$ cat src/rtl/ddr_cmd_seq_pkg.sv
package ddr_cmd_seq_pkg;

  typedef enum logic [1:0] {
    KIND_IDLE = 2'd0,
    KIND_ACT  = 2'd1,
    KIND_RD   = 2'd2,
    KIND_WR   = 2'd3
  } cmd_kind_e;

  // Clocks from a column command to its first data beat.
  function automatic int unsigned beat_delay(input logic posted, input logic wr,
                                             input int unsigned cl, input int unsigned al);
    int unsigned d;
    d = cl + (posted ? al : 0);
    if (wr) d = d - 1;
    return d;
  endfunction

endpackage

$ cat src/rtl/ddr_cmd_seq_colpipe.sv
// Delay line for pending column commands: entry 0 is issued at the next edge.
module ddr_cmd_seq_colpipe #(
  parameter int DEPTH  = 3,
  parameter int BANK_W = 2,
  parameter int COL_W  = 10,
  localparam int IDX_W = (DEPTH > 1) ? $clog2(DEPTH) : 1
) (
  input  logic              clk,
  input  logic              rst_n,
  input  logic              ins_en,
  input  logic [IDX_W-1:0]  ins_at,
  input  logic              ins_write,
  input  logic [BANK_W-1:0] ins_bank,
  input  logic [COL_W-1:0]  ins_col,
  output logic              head_valid,
  output logic              head_write,
  output logic [BANK_W-1:0] head_bank,
  output logic [COL_W-1:0]  head_col
);

  logic [DEPTH-1:0]  vld_q, vld_d;
  logic [DEPTH-1:0]  wr_q, wr_d;
  logic [BANK_W-1:0] bank_q [DEPTH];
  logic [BANK_W-1:0] bank_d [DEPTH];
  logic [COL_W-1:0]  col_q  [DEPTH];
  logic [COL_W-1:0]  col_d  [DEPTH];

  for (genvar k = 0; k < DEPTH; k++) begin : g_slot
    logic hit;
    assign hit = ins_en && (ins_at == IDX_W'(k));

    if (k == DEPTH - 1) begin : g_tail
      always_comb begin
        vld_d[k]  = hit;
        wr_d[k]   = hit ? ins_write : 1'b0;
        bank_d[k] = hit ? ins_bank  : '0;
        col_d[k]  = hit ? ins_col   : '0;
      end
    end else begin : g_mid
      always_comb begin
        vld_d[k]  = hit ? 1'b1      : vld_q[k+1];
        wr_d[k]   = hit ? ins_write : wr_q[k+1];
        bank_d[k] = hit ? ins_bank  : bank_q[k+1];
        col_d[k]  = hit ? ins_col   : col_q[k+1];
      end
    end

    always_ff @(posedge clk or negedge rst_n) begin
      if (!rst_n) begin
        vld_q[k]  <= 1'b0;
        wr_q[k]   <= 1'b0;
        bank_q[k] <= '0;
        col_q[k]  <= '0;
      end else begin
        vld_q[k]  <= vld_d[k];
        wr_q[k]   <= wr_d[k];
        bank_q[k] <= bank_d[k];
        col_q[k]  <= col_d[k];
      end
    end
  end

  assign head_valid = vld_q[0];
  assign head_write = wr_q[0];
  assign head_bank  = bank_q[0];
  assign head_col   = col_q[0];

endmodule

$ cat src/rtl/ddr_cmd_seq_banktmr.sv
// One row-cycle down-counter per bank; a bank is free when its counter is zero.
module ddr_cmd_seq_banktmr #(
  parameter int BANKS = 4,
  parameter int TRC_W = 6,
  localparam int BANK_W = (BANKS > 1) ? $clog2(BANKS) : 1
) (
  input  logic              clk,
  input  logic              rst_n,
  input  logic              act_en,
  input  logic [BANK_W-1:0] act_bank,
  input  logic [TRC_W-1:0]  trc_cfg,
  input  logic [BANK_W-1:0] query_bank,
  output logic              query_free
);

  logic [TRC_W-1:0] cnt_q [BANKS];
  logic [TRC_W-1:0] cnt_d [BANKS];
  logic [TRC_W-1:0] load_val;

  assign load_val = (trc_cfg == '0) ? '0 : trc_cfg - TRC_W'(1);

  for (genvar b = 0; b < BANKS; b++) begin : g_bank
    logic load;
    assign load = act_en && (act_bank == BANK_W'(b));

    always_comb begin
      if (load)                cnt_d[b] = load_val;
      else if (cnt_q[b] != '0) cnt_d[b] = cnt_q[b] - TRC_W'(1);
      else                     cnt_d[b] = cnt_q[b];
    end

    always_ff @(posedge clk or negedge rst_n) begin
      if (!rst_n) cnt_q[b] <= '0;
      else        cnt_q[b] <= cnt_d[b];
    end
  end

  assign query_free = (cnt_q[query_bank] == '0);

endmodule

$ cat src/rtl/ddr_cmd_seq.sv
module ddr_cmd_seq #(
  parameter int BANKS = 4,
  parameter int ROW_W = 14,
  parameter int COL_W = 10,
  parameter int TRC_W = 6,
  parameter int TRCD  = 3,
  parameter int CL    = 2,
  parameter int AL    = 2,
  localparam int BANK_W = (BANKS > 1) ? $clog2(BANKS) : 1,
  localparam int ADDR_W = (ROW_W > COL_W) ? ROW_W : COL_W,
  localparam int LAT_W  = $clog2(AL + CL + 1),
  localparam int IDX_W  = (TRCD > 1) ? $clog2(TRCD) : 1
) (
  input  logic              clk,
  input  logic              rst_n,
  input  logic              posted_en,
  input  logic [TRC_W-1:0]  trc_cfg,
  input  logic              req_valid,
  output logic              req_ready,
  input  logic              req_write,
  input  logic [BANK_W-1:0] req_bank,
  input  logic [ROW_W-1:0]  req_row,
  input  logic [COL_W-1:0]  req_col,
  output logic              cmd_valid,
  output logic [1:0]        cmd_kind,
  output logic [BANK_W-1:0] cmd_bank,
  output logic [ADDR_W-1:0] cmd_addr,
  output logic              cmd_autopre,
  output logic [LAT_W-1:0]  data_lat
);
  import ddr_cmd_seq_pkg::*;

  logic              col_due, col_wr;
  logic [BANK_W-1:0] col_bank;
  logic [COL_W-1:0]  col_addr;
  logic              bank_free, act_fire;
  logic [IDX_W-1:0]  ins_at;

  cmd_kind_e         kind_d, kind_q;
  logic              vld_d, vld_q, ap_d, ap_q;
  logic [BANK_W-1:0] bank_d, bank_q;
  logic [ADDR_W-1:0] addr_d, addr_q;
  logic [LAT_W-1:0]  lat_d, lat_q;

  // A due column command owns the next edge; activates fill the gaps.
  assign req_ready = !col_due && bank_free;
  assign act_fire  = req_valid && req_ready;
  assign ins_at    = posted_en ? '0 : IDX_W'(TRCD - 1);

  ddr_cmd_seq_colpipe #(.DEPTH(TRCD), .BANK_W(BANK_W), .COL_W(COL_W)) u_colpipe (
    .clk        (clk),
    .rst_n      (rst_n),
    .ins_en     (act_fire),
    .ins_at     (ins_at),
    .ins_write  (req_write),
    .ins_bank   (req_bank),
    .ins_col    (req_col),
    .head_valid (col_due),
    .head_write (col_wr),
    .head_bank  (col_bank),
    .head_col   (col_addr)
  );

  ddr_cmd_seq_banktmr #(.BANKS(BANKS), .TRC_W(TRC_W)) u_banktmr (
    .clk        (clk),
    .rst_n      (rst_n),
    .act_en     (act_fire),
    .act_bank   (req_bank),
    .trc_cfg    (trc_cfg),
    .query_bank (req_bank),
    .query_free (bank_free)
  );

  always_comb begin
    vld_d  = 1'b0;
    kind_d = KIND_IDLE;
    bank_d = '0;
    addr_d = '0;
    ap_d   = 1'b0;
    lat_d  = '0;
    if (col_due) begin
      vld_d  = 1'b1;
      kind_d = col_wr ? KIND_WR : KIND_RD;
      bank_d = col_bank;
      addr_d = ADDR_W'(col_addr);
      ap_d   = 1'b1;
      lat_d  = LAT_W'(beat_delay(posted_en, col_wr, CL, AL));
    end else if (act_fire) begin
      vld_d  = 1'b1;
      kind_d = KIND_ACT;
      bank_d = req_bank;
      addr_d = ADDR_W'(req_row);
    end
  end

  always_ff @(posedge clk or negedge rst_n) begin
    if (!rst_n) begin
      vld_q  <= 1'b0;
      kind_q <= KIND_IDLE;
      bank_q <= '0;
      addr_q <= '0;
      ap_q   <= 1'b0;
      lat_q  <= '0;
    end else begin
      vld_q  <= vld_d;
      kind_q <= kind_d;
      bank_q <= bank_d;
      addr_q <= addr_d;
      ap_q   <= ap_d;
      lat_q  <= lat_d;
    end
  end

  assign cmd_valid   = vld_q;
  assign cmd_kind    = kind_q;
  assign cmd_bank    = bank_q;
  assign cmd_addr    = addr_q;
  assign cmd_autopre = ap_q;
  assign data_lat    = lat_q;

endmodule

$ cat config.mk
export PLATFORM = sky130hd
export DESIGN_NAME = ddr_cmd_seq
export DESIGN_NICKNAME = d
export VERILOG_FILES = /design/src/rtl/ddr_cmd_seq_pkg.sv /design/src/rtl/ddr_cmd_seq_colpipe.sv /design/src/rtl/ddr_cmd_seq_banktmr.sv /design/src/rtl/ddr_cmd_seq.sv
export SDC_FILE = /design/constraint.sdc
export NUM_CORES = 1
export LEC_CHECK = 0
export CELL_PAD_IN_SITES_DETAIL_PLACEMENT = 1
export CELL_PAD_IN_SITES_GLOBAL_PLACEMENT = 2
export CORE_AREA = 4 4 106 108
export DETAILED_ROUTE_END_ITERATION = 8
export DIE_AREA = 0 0 110 112
export DONT_BUFFER_PORTS = 1
export PLACE_DENSITY_LB_ADDON = 0.25
export REMOVE_ABC_BUFFERS = 1
export SLEW_MARGIN = 25
export SYNTH_ARGS = -nofsm -noshare
export SYNTH_HDL_FRONTEND = slang
export SYNTH_HIERARCHICAL = 1
export SYNTH_SLANG_ARGS = --single-unit
$ cat constraint.sdc
create_clock -name clk -period 3.2 [get_ports clk]
set_input_delay 0.32 -clock clk [delete_from_list [all_inputs] [get_ports clk]]
set_output_delay 0.32 -clock clk [all_outputs]
set_load 0.005 [all_outputs]
Word level (Yosys, flattened, before mapping)
Cells that the tools add are included.
{"block": "word_totals", "out_inout_bits": 24, "register_bits": 89, "word_cells": 95}
{"block": "classes", "magnitude_cmp": 1, "n_mux": 37, "bitwise": 1, "eq_ne": 5, "n_addsub": 7, "reduce_logical": 22}
{"op": "$mux 6", "n": 11}
{"op": "$mux 10", "n": 3}
{"op": "$sub 6x1->6 const B", "n": 5}
{"op": "$mux 14", "n": 2}
{"op": "$reduce_bool 6->1", "n": 4}
{"op": "$mux 2", "n": 8}
{"op": "$bmux 6 s2", "n": 1}
{"op": "$logic_not 6->1", "n": 2}
{"op": "$mux 1", "n": 10}
{"op": "$logic_and 1x1->1", "n": 9}
{"op": "$reduce_bool 2->1", "n": 4}
{"op": "$eq 2x2->1 const B", "n": 3}
{"op": "$mux 3", "n": 2}
{"op": "$eq 2x1->1 const B", "n": 2}
{"op": "$logic_not 2->1", "n": 2}
{"op": "$add 2x2->3 const A", "n": 1}
{"op": "$ge 3x3->1 const B", "n": 1}
{"op": "$not 2->3", "n": 1}
{"op": "$sub 3x1->3 const B", "n": 1}
{"op": "$logic_not 1->1", "n": 1}

Logic depth before layout (Yosys ltp)
{"block": "depth", "word_depth": 9, "mapped_depth": 11}

Modules after synthesis
The synthesis kept the hierarchy.
{"module": "ddr_cmd_seq_colpipe", "cells_per_inst": 101, "area_per_inst_um2": 1600.3, "instances": 1, "seq_area_each_um2": 1051.0}
{"module": "ddr_cmd_seq_banktmr", "cells_per_inst": 181, "area_per_inst_um2": 1599.0, "instances": 1, "seq_area_each_um2": 600.6}
{"module": "ddr_cmd_seq", "cells_per_inst": 81, "area_per_inst_um2": 859.6, "instances": 1, "seq_area_each_um2": 550.5}

Worst setup path after synthesis
Ideal clock, no wire load.
{"block": "synth_path", "path_type": "register to register", "startpoint": "register u_banktmr/cnt_q[18] (netlist bit)", "endpoint": "register u_colpipe.col_q, in the netlist u_colpipe/head_col[0]", "arrival_time_ns": 2.596, "path_buffers": 1, "setup_ns": 0.125, "stages_incl_launch_ff": 10, "period_less_slack_ns": 2.721, "setup_slack_ns": 0.479, "path_cell_list": "dfrtp_1 > or3_1 > nor3_1 > a311oi_1 > a21oi_1 > nand2_1 > nor2_1 > nor3b_4 > buf_6 > mux2_2"}
{"element": "start, declared", "line_no": "ddr_cmd_seq_banktmr.sv:16", "text": "logic [TRC_W-1:0] cnt_q [BANKS];"}
{"element": "start signal, assigned by index", "line_no": "ddr_cmd_seq_banktmr.sv:34", "text": "else cnt_q[b] <= cnt_d[b];"}
{"element": "end signal, assigned by index", "line_no": "ddr_cmd_seq_colpipe.sv:58", "text": "col_q[k] <= col_d[k];"}
{"element": "end, declared", "line_no": "ddr_cmd_seq_colpipe.sv:25", "text": "logic [COL_W-1:0] col_q [DEPTH];"}

==> reports/results.ini <==
[detailed_routing]
drt-vias-per-instance = 5.12
wl_um = 8780
detail-route-antenna-nets = 0
vias = 2565
drt_pass1_iterations = 4
drtIter0Drc = 87
avgRoutedWirePerCell_um = 17.5
drc_errors = 0

[global_routing]
busiest_layer = met2
grt_pass1_vias = 2874
antenna_found_initial = 0
gr-total-overflow = 0
grt_usage_pct = 15.6
grtUsageMet1_pct = 20.7
gr-usage-met2_pct = 25.3
met3_usage_pct = 3.30
grt_pass1_wl_um = 15000
grt_start_max_net_pins = 89

[critical_path]
startpoint_type = register
path_cells = nor4_1 -> a311oi_1 -> a21oi_1 -> nand2_1 -> nor2_1 -> buf_4 -> nor3b_4 -> buf_4 -> mux2_2
setup.worst_path.start = u_banktmr/cnt_q[8]$_DFFE_PN0P_
critPathMaxFanout = 14
crit_family = simple AND/OR/NAND/NOR gates
path_class = register to register
slowest_delay_ns = 0.52
crit_required_ns = 3.44
cp.buffers_inverters = 2
endpoint_kind = register
r2r_start = u_banktmr/cnt_q[8]$_DFFE_PN0P_
crit_top_cell = buf_4
cp_slowest_cell = nor4_1
cp.arrival_ns = 2.91

[cells_and_area]
utilization_pct = 42.6
drive_gt1_share_pct = 16.2
final_area_mm2 = 0.00436
syn_to_final_growth_pct = 7.34
mostFrequentLayoutCells = dfrtp_1, nand2_1, mux2_2
design.final.nets = 408
final_common_cell = dfrtp_1
antennaDiodeCount = 0
stdcell_count = 501

[clock_tree]
h-tree-depth = 3
cts_root_buf = clkbuf_8
clkSlewWorstSetupHoldPaths_ns = 0.10
hold_buffers = 2
insertion_delay_ns = 0.35
cts_buffer_depth = 2
ctsResizeCount = 0
cts_tree = built
clock_sinks = 88
cts_setup_buffers = 0
numCtsBuffers = 9

[placement]
postPlaceCellArea_mm2 = 0.00411
dp.cells = 483
port_buffers = 0
dp_hpwl_um = 5890
place.gp.congestion = 0.759

[power_and_ir_drop]
ir_worst_vdd_uv = 207
leakagePower_nw = 2.12
cellPowerDensity_mw_per_mm2 = 722

[die]
start_util_pct = 39.7
rows = 37
core_mm2 = 0.0102
die_h_um = 112
die_w_um = 110
die_area_mm2 = 0.0123
io_pins = 61

[yosys]
ys_async_sr_fraction_pct = 100
ys_types = 49
synth_edf_count = 0
synth_top_flop_cell = dfrtp_1
synth_warnings = 6
netlist_area_mm2 = 0.00406
ys_seq_elements = 88
syn_area_per_cell_um2 = 11.2
netlist_instances = 363
ys_seq_area_share_pct = 54.3

[sta]
hold_ws_ns = 0.0845
min_period_ns = 2.67
setup-tns-final_ns = 0
finalCritPeriodShare_pct = 83.4
rsz0062_at_grt = false
hold_viol = 0
finalMaxSlewViolations = 0
fin_skew_ns = 0.0137
tightestPinTransition_ns = 0.629
finalSetupViolCount = 0
relSlewSlack_pct = 56.8
max_freq_mhz = 375

[hold_path]
min-delay-start = req_col[0]
holdCritPathClass = primary input to register

[flow_run]
maxCapViolCount = 0

[run_status]
status = complete, no violations

==> where the power goes <==
part / switching (mW) / internal (mW) / total (mW)
combinational: 0.432 / 0.398 / 0.829
sequential: 0.196 / 1.31 / 1.50
clock: 0.434 / 0.379 / 0.813
total: 1.06 / 2.08 / 3.14
==> registers in the layout, summed over array words and instances, names as in the netlist, 2 cells and up <==
register             flops
u_banktmr/cnt_q         24
u_colpipe/col_q         20
cmd_addr                14
u_colpipe/head_col      10
u_colpipe/bank_q         4
data_lat                 3
cmd_bank                 2
u_colpipe/head_bank      2
u_colpipe/vld_q          2
u_colpipe/wr_q           2
==> final timing paths <==
| path | cells after the start | slack, ns | endpoint |
|---|---|---|---|
| max in group asynchronous | 2 | 2.31 | cmd_kind[0]$_DFF_PN0_ |
| hold reg to reg | 1 | 0.44 | u_colpipe/vld_q[1]$_DFF_PN0_ |
| setup reg to reg | 9 | 0.53 | u_colpipe/head_bank[0]$_DFF_PN0_ |
| setup / recovery | 9 | 0.53 | u_colpipe/head_bank[0]$_DFF_PN0_ |
| min in group asynchronous | 2 | 0.56 | u_banktmr/cnt_q[11]$_DFFE_PN0P_ |
| hold / removal | 1 | 0.08 | u_colpipe/col_q[0]$_DFF_PN0_ |
==> per-layer routing <==
| metal | part of all wire, % | wire length (um) | up-vias |
|---|---|---|---|
| met5 | 0 | 0 | - |
| met4 | 1.6 | 137 | 0 |
| met3 | 2.8 | 243 | 11 |
| met2 | 49 | 4350 | 28 |
| met1 | 46 | 4050 | 1303 |
| li1 | - | - | 1223 |
==> cells by family after synthesis <==
group,count (synthesis),share of synthesized area (%)
and+or+nand+nor,125,17.0
DFF,88,54.3
AOI/OAI and AO/OA,52,7.46
buffers and inverters,38,5.46
muxes,36,9.80
xor gates and xnor gates,12,2.59
adders and majority gates,11,3.39
other,1,0.0924
==> Yosys cell counts, types with 4 or more instances <==
library cell	n	area share [%]
dfrtp_1	88	54
nand2_1	30	2.8
mux2_2	26	7.2
o21ai_0	21	2.6
and2_1	19	2.9
nand3_1	19	2.3
buf_4	18	3.3
inv_1	15	1.4
nor2_1	15	1.4
a21oi_1	14	1.7
nor3_1	12	1.5
ha_1	11	3.4
mux2i_1	9	2.2
xor2_1	7	1.5
nand2b_1	5	0.77
xnor2_1	5	1.1
and3_1	4	0.62
==> final cells by class <==
cell class | count | area [um2]
Inverter | 15 | 56.3
Timing Repair Buffer | 7 | 75.1
Multi-Input combinational cell | 239 | 1640
Sequential cell | 88 | 2200
Clock buffer | 9 | 124
Clock inverter | 7 | 86.3
Fill cell | 1114 | 5870
Tap cell | 136 | 170
==> through the flow <==
stage,total power [mW],setup slack (ns)
CTS,3.18,0.490
detailed placement,2.31,0.523
global route,3.38,0.245
global placement,2.27,0.596
floorplan,2.11,0.0387
finish,3.14,0.531
No activity file was read; power rests on OpenSTA's default activity.
